**config.mk**
```make
export PLATFORM = sky130hd
export DESIGN_NAME = irq_src_gateway
export DESIGN_NICKNAME = d
export VERILOG_FILES = /design/src/rtl/gw_pkg.sv /design/src/rtl/gw_trigger_eval.sv /design/src/rtl/gw_source_cell.sv /design/src/rtl/irq_src_gateway.sv
export SDC_FILE = /design/constraint.sdc
export NUM_CORES = 1
export LEC_CHECK = 0
export BUFFER_PORTS_ARGS = -buffer_cell sky130_fd_sc_hd__buf_2
export CAP_MARGIN = 20
export CORE_AREA = 2 2 248 250
export CTS_CLUSTER_SIZE = 12
export DETAILED_ROUTE_END_ITERATION = 12
export DIE_AREA = 0 0 250 252
export PLACE_DENSITY = 0.33
export SETUP_SLACK_MARGIN = 0.5
export SLEW_MARGIN = 10
export SYNTH_ARGS = -nofsm -noshare
export SYNTH_HDL_FRONTEND = slang
export SYNTH_HIERARCHICAL = 1
export SYNTH_SLANG_ARGS = --single-unit
```
**constraint.sdc**
```tcl
create_clock -name clk -period 2.67 [get_ports clk]
set_clock_uncertainty 0.1 [all_clocks]
set_input_delay 0.1335 -clock clk [delete_from_list [all_inputs] [get_ports clk]]
set_output_delay 0.1335 -clock clk [all_outputs]
set_load 0.005 [all_outputs]
```
**src/rtl/gw_pkg.sv**
```systemverilog
package gw_pkg;

  typedef enum logic [2:0] {
    SM_OFF    = 3'd0,
    SM_DETACH = 3'd1,
    SM_RSV_A  = 3'd2,
    SM_RSV_B  = 3'd3,
    SM_RISE   = 3'd4,
    SM_FALL   = 3'd5,
    SM_HIGH   = 3'd6,
    SM_LOW    = 3'd7
  } src_mode_e;

  localparam int MODE_W = 3;

  function automatic logic mode_reserved(input logic [MODE_W-1:0] m);
    return (m == SM_RSV_A) || (m == SM_RSV_B);
  endfunction

  // Trigger decision from current wire level and remembered level.
  function automatic logic trig_hit(input logic [MODE_W-1:0] m,
                                    input logic lvl,
                                    input logic prev);
    logic hit;
    unique case (src_mode_e'(m))
      SM_RISE: hit = lvl & ~prev;
      SM_FALL: hit = ~lvl & prev;
      SM_HIGH: hit = lvl;
      SM_LOW:  hit = ~lvl;
      default: hit = 1'b0;
    endcase
    return hit;
  endfunction

endpackage

```
**src/rtl/gw_trigger_eval.sv**
```systemverilog
module gw_trigger_eval
  import gw_pkg::*;
(
  input  logic              dom_en,
  input  logic              deleg,
  input  logic [MODE_W-1:0] mode,
  input  logic              lvl,
  input  logic              prev,
  output logic              set_req,
  output logic              hist_we,
  output logic              rsv_err
);
  logic active;

  assign active  = dom_en & ~deleg;
  assign set_req = active & trig_hit(mode, lvl, prev);
  assign hist_we = active;
  assign rsv_err = active & mode_reserved(mode);
endmodule

```
**src/rtl/gw_source_cell.sv**
```systemverilog
module gw_source_cell
  import gw_pkg::*;
(
  input  logic              clk,
  input  logic              rst_n,
  input  logic              dom_en,
  input  logic              deleg,
  input  logic [MODE_W-1:0] mode,
  input  logic              lvl,
  input  logic              clr,
  output logic              pend_q,
  output logic              hist_q,
  output logic              set_evt,
  output logic              rsv_err
);
  logic hist_we;

  gw_trigger_eval u_eval (
    .dom_en  (dom_en),
    .deleg   (deleg),
    .mode    (mode),
    .lvl     (lvl),
    .prev    (hist_q),
    .set_req (set_evt),
    .hist_we (hist_we),
    .rsv_err (rsv_err)
  );

  always_ff @(posedge clk) begin
    if (!rst_n) begin
      pend_q <= 1'b0;
      hist_q <= 1'b0;
    end else begin
      if (hist_we) hist_q <= lvl;
      // clear outranks a same-cycle set
      pend_q <= clr ? 1'b0 : (pend_q | set_evt);
    end
  end
endmodule

```
**src/rtl/irq_src_gateway.sv**
```systemverilog
module irq_src_gateway
  import gw_pkg::*;
#(
  parameter int NUM_SRC = 63
) (
  input  logic                      clk,
  input  logic                      rst_n,
  input  logic                      dom_en,
  input  logic [NUM_SRC:1]          wire_lvl,
  input  logic [MODE_W*NUM_SRC-1:0] src_mode,
  input  logic [NUM_SRC:1]          src_deleg,
  input  logic [NUM_SRC:1]          src_en,
  input  logic [NUM_SRC:1]          clr_pend,
  output logic [NUM_SRC:0]          pend,
  output logic [NUM_SRC:0]          notify,
  output logic [NUM_SRC:0]          mode_err
);
  // internal events exposed for the checker
  logic [NUM_SRC:1] set_evt;
  logic [NUM_SRC:1] hist_vec;

  assign pend[0]     = 1'b0;
  assign notify[0]   = 1'b0;
  assign mode_err[0] = 1'b0;

  for (genvar k = 1; k <= NUM_SRC; k++) begin : g_src
    gw_source_cell u_cell (
      .clk     (clk),
      .rst_n   (rst_n),
      .dom_en  (dom_en),
      .deleg   (src_deleg[k]),
      .mode    (src_mode[MODE_W*(k-1) +: MODE_W]),
      .lvl     (wire_lvl[k]),
      .clr     (clr_pend[k]),
      .pend_q  (pend[k]),
      .hist_q  (hist_vec[k]),
      .set_evt (set_evt[k]),
      .rsv_err (mode_err[k])
    );
    assign notify[k] = src_en[k] & pend[k];
  end
endmodule

```
======== Word level (Yosys, flattened, before mapping) ========
Index checks and enable logic that the tools add are counted.
operators by class
  equal/unequal tests ..................... 378
  mux-type cells .......................... 63
  bitwise gates (word level) .............. 631
  reductions and logical operators ........ 126
operator list
  cell                                                                   count
  3-bit equality test, second input constant                             252
  1-bit AND                                                              378
  3-bit by 2-bit equality test with 1-bit output, second input constant  126
  1-bit case mux with 4 select lines                                     63
  1-bit inverter                                                         190
  2-bit OR reduction                                                     63
  1-bit logical OR                                                       63
  1-bit OR                                                               63
word-level totals
  register bits ........................... 126
  input bits .............................. 444
  output and inout port bits .............. 192

======== Longest topological paths before layout ========
Gate-level depths: netlist (run 1).
  word-level depth ........................ 5
  gate-level depth with buffers ........... 5

======== Hierarchy ========
Netlist (run 1), hierarchy kept.
modules (own cells, without submodules)
  module           times used  cells an instance  area each (sq um)  sequential area each (sq um)
  gw_source_cell   63          6                  67.6               40.0
  gw_trigger_eval  63          8                  51.3               0.0
  irq_src_gateway  1           67                 420.4              0.0

======== Worst setup path before layout (run 1) ========
Ideal clock, no wire load.
  path kind ............................... reg2reg
  start ................................... register g_src[10].u_cell.hist_q
  end ..................................... register g_src[10].u_cell.pend_q
  library setup time ...................... 0.080 ns
  arrival ................................. 0.878 ns
  data required time ...................... 2.490 ns
  path slack .............................. 1.613 ns
  stages on the path, launching flop included .. 5
  clock period less this slack ............ 1.057 ns
  cells stage by stage .................... dfxtp_1 > a211o_1 > a21oi_2 > nor2_1 > nor3b_1
on the way
  word-level cells in the longest chain between the ends .. 5
  elaborated cells between the ends (all ways) .. 6
  classes of those cells .................. mux: 1; bitwise: 5
RTL lines
  what                                    RTL line               RTL
  start: declaration                      gw_source_cell.sv:12   output logic hist_q,
  start signal: assignment                gw_source_cell.sv:34   if (hist_we) hist_q <= lvl;
  1-bit inverter                          gw_pkg.sv:26           SM_RISE: hit = lvl & ~prev;
  1-bit AND                               gw_pkg.sv:26
  1-bit case mux with 4 select lines (*)  gw_pkg.sv:25           unique case (src_mode_e'(m))
  1-bit AND (*)                           gw_trigger_eval.sv:16  assign set_req = active & trig_hit(mode, lvl, prev);
  named net set_evt (one bit)             irq_src_gateway.sv:19  logic [NUM_SRC:1] set_evt;
  1-bit OR (*)                            gw_source_cell.sv:36   pend_q <= clr ? 1'b0 : (pend_q | set_evt);
  end signal: assignment                  gw_source_cell.sv:36
  end: declaration                        gw_source_cell.sv:11   output logic pend_q,
Mark *: on every way through the listed nets, which the timed path passes. The rest lies on a longest branch.
A chain may end at the register's enable or synchronous reset.

======== Final worst setup path (run 1) ========
  start ................................... input port wire_lvl[52] (netlist name)
  end ..................................... register g_src[52].u_cell.pend_q
on the way
  word-level cells in the longest chain between the ends .. 5
  elaborated cells between the ends (all ways) .. 6
  classes of those cells .................. mux: 1; bitwise: 5
RTL lines
  what                                    RTL line                    RTL
  start: declaration                      irq_src_gateway.sv:9        input logic [NUM_SRC:1] wire_lvl,
  1-bit inverter                          gw_pkg.sv:27, gw_pkg.sv:29
  1-bit AND                               gw_pkg.sv:27                SM_FALL: hit = ~lvl & prev;
  1-bit case mux with 4 select lines (*)  gw_pkg.sv:25
  1-bit AND (*)                           gw_trigger_eval.sv:16
  named net set_evt (one bit)             irq_src_gateway.sv:19
  1-bit OR (*)                            gw_source_cell.sv:36
  end signal: assignment                  gw_source_cell.sv:36
  end: declaration                        gw_source_cell.sv:11
Marked as above.

==> flow_metrics.py, run 1 <==
metrics = {
    "critical_path": {
        "r2r_cells": 5,
        "arrival_ns": 2.10,
        "path_class": "input pin to flip-flop",
        "worstPathMaxFanout": 2,
        "cpPeakStageDelay_ns": 0.56,
        "crit_required_ns": 2.98,
        "critPathMostFrequentCell": "dlygate4sd3_1",
        "rr_startpoint": "g_src[30].u_cell/hist_q",
        "r2r_setup_slack_ns": 0.90,
        "crit_path_top_delay_cell": "dlygate4sd3_1",
        "cp-end-kind": "flip-flop",
        "critPathBufInv": 4,
        "rr_endpoint": "g_src[30].u_cell/pend_q",
        "critPathLaunchType": "input pin",
        "cp_cell_sequence": "dlygate4sd3_1 -> buf_2 -> inv_1 -> a211o_1 -> a21oi_2 -> nor2_1 -> nor3b_1 -> dlygate4sd3_1",
        "cp_top_family": "buffers and inverters",
    },
    "routing": {
        "avgViaCountPerCell": 3.81,
        "vias": 9870,
        "first_pass_iters": 4,
        "drtIter0Drc": 287,
        "drc": 0,
        "wl_per_cell_um": 14.7,
        "routed_wl_um": 38000,
        "ant_nets": 0,
    },
    "synthesis": {
        "avgSynthCellArea_sq_um": 8.33,
        "synth_cells": 949,
        "synth_area_leaders": "dfxtp_1 (32%), nor3b_1 (12%), mux2i_1 (8.0%)",
        "ys.warnings.count": 6,
        "yosys.area.top_type_share_pct": 31.9,
        "syn_area_sq_um": 7910,
        "netlist.top_cell.by_area": "dfxtp_1",
        "ys_types": 14,
        "ys_seq_area_share_pct": 31.9,
        "ys_ff_latch": 126,
    },
    "place": {
        "place_hpwl_um": 30800,
        "port_buffers": 632,
        "dpl_worst_slack_ns": 1.02,
        "placed_area_sq_um": 12100,
        "gp_congestion": 0.832,
    },
    "floorplanning": {
        "std_cell_rows": 90,
        "initial_utilization_pct": 13.2,
        "die_h_um": 252,
        "core-area_sq_um": 60100,
        "pin_count": 636,
        "die_w_um": 250,
        "die-area_sq_um": 63000,
    },
    "clock_tree": {
        "cts_resized": 0,
        "post_cts_buffers": 0,
        "cts_tree": "yes",
        "cts_root_buffer": "clkbuf_16",
        "cts.path.max_buffers": 2,
        "cts_hold_buf": 189,
        "path_clk_slew_ns": 0.07,
        "clock-sinks": 126,
        "clk_latency_ns": 0.46,
        "cts_buffers": 17,
        "h-tree-depth": 4,
    },
    "power_and_ir_drop": {
        "clkPwrFrac_pct": 45.9,
        "p_int_mw": 4.16,
        "leakagePower_nw": 7.20,
        "seqPwrFrac_pct": 34.7,
        "p_switching_mw": 1.56,
        "switching_share_pct": 27.3,
        "ir_drop_v": 0.000477,
        "p_comb_share_pct": 19.5,
        "cellPowerDensity_nw_per_um2": 391,
    },
    "sta": {
        "period_minus_slack_ns": 1.79,
        "hold_ws_ns": 0.0797,
        "drv_slew": 0,
        "maxSlewHeadroom_pct": 64.7,
        "worstMarginPinSlew_ns": 0.530,
        "max_freq_mhz": 559,
        "hold_viol_final": 0,
        "period_share_pct": 67.0,
        "timing.setup.tns_ns": 0,
        "setup_violations": 0,
        "setup_slack_ns": 0.881,
        "rsz0062_at_grt": "false",
    },
    "global_route": {
        "grt.overflow.total": 0,
        "grt_max_degree": 64,
        "antenna_found_initial": 7,
        "grt_usage_pct": 11.8,
        "grt_pass1_vias": 10335,
        "grt_pass1_wl_um": 56600,
    },
    "final_layout": {
        "drive_above_1_share_pct": 40.4,
        "multi_input_area_sq_um": 4900,
        "syn_to_final_growth_pct": 84.8,
        "final_cell_mix": "buf_2 (631), dlygate4sd3_1 (189), nor3b_1 (126), dfxtp_1 (126), inv_1 (126)",
        "layout.nets": 2235,
        "stdcell_area_sq_um": 14600,
        "fill_cells": 6737,
        "final_common_cell": "buf_2",
        "seq_area_sq_um": 2520,
    },
    "min_path": {
        "min_to": "g_src[36].u_cell/hist_q",
        "hp-start": "src_deleg[36]",
        "hp-class": "input pin to flip-flop",
        "hold_depth": 4,
    },
    "job": {
        "cap_viol_max_count": 0,
    },
    "outcome": {
        "outcome": "complete, no violations",
    },
}
how the worst max path moves through the flow:
stage | from | to | slack, ns | cells after the start
floorplan | g_src[10].u_cell/hist_q | g_src[10].u_cell/pend_q | 1.61 | 4
global route | wire_lvl[52] | g_src[52].u_cell/pend_q | 0.80 | 8
CTS | g_src[30].u_cell/hist_q | g_src[30].u_cell/pend_q | 0.88 | 5
global placement | dom_en | mode_err[9] | 1.04 | 5
detailed placement | dom_en | mode_err[30] | 1.02 | 5
finish | wire_lvl[52] | g_src[52].u_cell/pend_q | 0.88 | 8
synth_stat cells, drive strengths merged:
| cell | instances |
|---|---|
| a211o | 63 |
| a21oi | 63 |
| and2 | 63 |
| and2b | 63 |
| buf | 3 |
| conb | 1 |
| dfxtp | 126 |
| inv | 126 |
| mux2i | 63 |
| nand2 | 63 |
| nor2 | 63 |
| nor2b | 63 |
| nor3b | 126 |
| o211ai | 63 |
worst min-delay path, delay by kind of cell:
family / cells / cell delay, ns
multiplexers: 1 / 0.14
buffers and inverters: 1 / 0.07
AND/OR/NAND/NOR: 2 / 0.25
cell families (layout without fill, tap and decap cells):
group / after synthesis / in the layout / share of synthesized area (%)
buffers and inverters: 129 / 982 / 6.26
and+or+nand+nor: 441 / 441 / 33.9
other: 1 / 6 / 0.0474
muxes: 63 / 63 / 7.97
AOI/OAI and AO/OA: 189 / 189 / 19.9
DFF: 126 / 126 / 31.9
per-stage QoR:
stage	power [mW]	cells	util, %
6_report	5.72	2589	24.3
5_1_grt	6.05	2587	24.3
4_1_cts	5.89	2586	24.3
3_5_place_dp	2.98	2365	20.1
3_3_place_gp	2.97	2365	20.1
2_1_floorplan	2.43	951	-
power by group through the flow:
stage	Combinational, mW	Sequential (mW)	Clock [mW]
floorplan	0.412	2.01	0
CTS	1.13	1.98	2.78
global placement	0.945	2.03	0
global route	1.23	1.99	2.83
detailed placement	0.955	2.03	0
finish	1.11	1.98	2.62
sequential cells by signal, summed over array words and instances (netlist names):
name,flops
g_src.u_cell/pend_q,63
g_src.u_cell/hist_q,63
metal layers:
metal  GRT usage, %  up-vias  routed length (um)
li1               -     4942                   -
met1           12.5     4524               15100
met2           21.7      352               19500
met3           3.73       46                2490
met4           4.43        6                 835
met5              0        -                  50
cell type report:
class	instances	share of cell area, %
clock buffer	19	3.03
antenna	3	0.0514
timing repair buffer	824	34.9
inverter	126	3.24
sequential	126	17.3
clock inverter	13	1.29
multi-input combinational	696	33.5
tap	782	6.69
(Power assumes the default switching activity.)
==> inputs of run 2 (changes only) <==
Settings changed: CORE_AREA 2 2 248 250 to 2 2 250 252, DIE_AREA 0 0 250 252 to 0 0 252 254, PLACE_DENSITY 0.33 to 0.32.
Clock period 2.67 ns to 1.7 ns, I/O delays scaled along.
==> flow_metrics.py, run 2 (synthesis results as in run 1) <==
metrics = {
    "sta": {
        "drv_slew": 0,
        "setup_violations": 0,
        "timing.setup.tns_ns": 0,
        "rsz0062_at_grt": "true",
        "max_freq_mhz": 782,
        "period_share_pct": 75.2,
        "hold_viol_final": 0,
        "period_minus_slack_ns": 1.28,
    },
    "floorplanning": {
        "die_w_um": 252,
        "std_cell_rows": 91,
        "core-area_sq_um": 61300,
        "die_h_um": 254,
        "initial_utilization_pct": 12.9,
        "pin_count": 636,
        "die-area_sq_um": 64000,
    },
    "final_layout": {
        "drive_above_1_share_pct": 50.0,
        "finish.utilization_pct": 28.1,
        "layout.nets": 2401,
        "final_cell_mix": "buf_2 (584), dlygate4sd3_1 (293), inv_1 (126)",
        "syn_to_final_growth_pct": 118,
        "top_regs": "g_src.u_cell/hist_q (63), g_src.u_cell/pend_q (63)",
        "final_common_cell": "buf_2",
        "stdcell_area_sq_um": 17200,
        "fill_cells": 6693,
    },
    "routing": {
        "routed_wl_um": 41700,
        "ant_nets": 0,
        "drc": 0,
        "wl_per_cell_um": 15.1,
        "vias": 10625,
        "drtIter0Drc": 248,
        "first_pass_iters": 4,
        "avgViaCountPerCell": 3.84,
    },
    "place": {
        "gp_congestion": 0.838,
        "placed_area_sq_um": 12100,
        "port_buffers": 632,
        "place_hpwl_um": 31300,
    },
    "job": {
        "cap_viol_max_count": 0,
    },
    "critical_path": {
        "cp-end-kind": "primary output",
        "worstPathMaxFanout": 3,
        "arrival_ns": 1.09,
        "critPathLaunchType": "flip-flop",
        "path_class": "flip-flop to primary output",
        "crit_required_ns": 1.51,
    },
    "global_route": {
        "grt_usage_pct": 12.2,
        "antenna_found_initial": 9,
        "grt_pass1_wl_um": 59500,
        "grt_max_degree": 66,
        "grt_pass1_vias": 11141,
        "grt.overflow.total": 0,
    },
    "outcome": {
        "outcome": "complete, no violations",
    },
    "clock_tree": {
        "clk_latency_ns": 0.47,
        "cts_root_buffer": "clkbuf_16",
        "h-tree-depth": 4,
        "cts.path.max_buffers": 2,
        "cts_tree": "yes",
        "cts_buffers": 17,
        "path_clk_slew_ns": 0.07,
        "clock-sinks": 126,
    },
    "power_and_ir_drop": {
        "cellPowerDensity_nw_per_um2": 540,
        "ir_drop_v": 0.000747,
        "leakagePower_nw": 8.14,
    },
    "min_path": {
        "hp-class": "input pin to flip-flop",
    },
}
==> run 2: routing by layer <==
metal,vias up,wire length [um],track usage [%]
met5,-,32,0
met4,4,577,3.99
met3,36,2370,3.38
met2,344,22700,23.6
met1,4950,16000,12.6
li1,5291,-,-
==> run 2: critical path, stage by stage, from the launching register on <==
cell and delay, ns:
dfxtp_4 0.37, and2_1 0.13, buf_2 0.12
==> run 2: stage by stage <==
step / worst slack, ns / hold WS [ns] / power [mW] / instances
floorplan: 0.643 / 0.0611 / 3.81 / 951
global placement: 0.316 / 0.147 / 4.66 / 2375
detailed placement: 0.312 / 0.149 / 4.68 / 2375
CTS: 0.359 / -0.00356 / 9.48 / 2734
global route: 0.360 / 0.00242 / 9.87 / 2762
finish: 0.421 / 0.0133 / 9.30 / 2768
==> run 2: worst paths after layout <==
kind,endpoint,slack [ns],cells after the start,startpoint
setup reg to reg,g_src[12].u_cell/pend_q,0.50,5,g_src[12].u_cell/hist_q
setup / recovery,notify[58],0.42,2,g_src[58].u_cell/pend_q
hold / removal,g_src[39].u_cell/hist_q,0.01,4,wire_lvl[39]
hold reg to reg,g_src[51].u_cell/pend_q,0.39,2,g_src[51].u_cell/pend_q
==> run 2: final cells by class <==
class	instances	area, sq um	area share [%]
clock inverter	12	163	0.945
inverter	126	473	2.75
clock buffer	19	443	2.57
tap	790	988	5.75
antenna	9	22.5	0.131
timing repair buffer	990	7140	41.5
sequential	126	2680	15.6
multi-input combinational	696	5300	30.8
==> run 2: power breakdown <==
group          switching, mW  leakage [nW]  internal [mW]
Clock                   1.60         0.278           2.34
Combinational          0.877          6.79           1.36
Sequential            0.0714          1.07           3.03
Total                   2.55          8.14           6.74
==> run 2: what timing repair did <==
action / CTS / global route
buffers inserted: 27 / 22
endpoints found under the setup margin: 162 / 150
resized for setup: 145 / 141
endpoints found under the hold margin: 126 / 0
pin swaps: 26 / 110
hold buffers: 298 / 0
cloned: 3 / 3
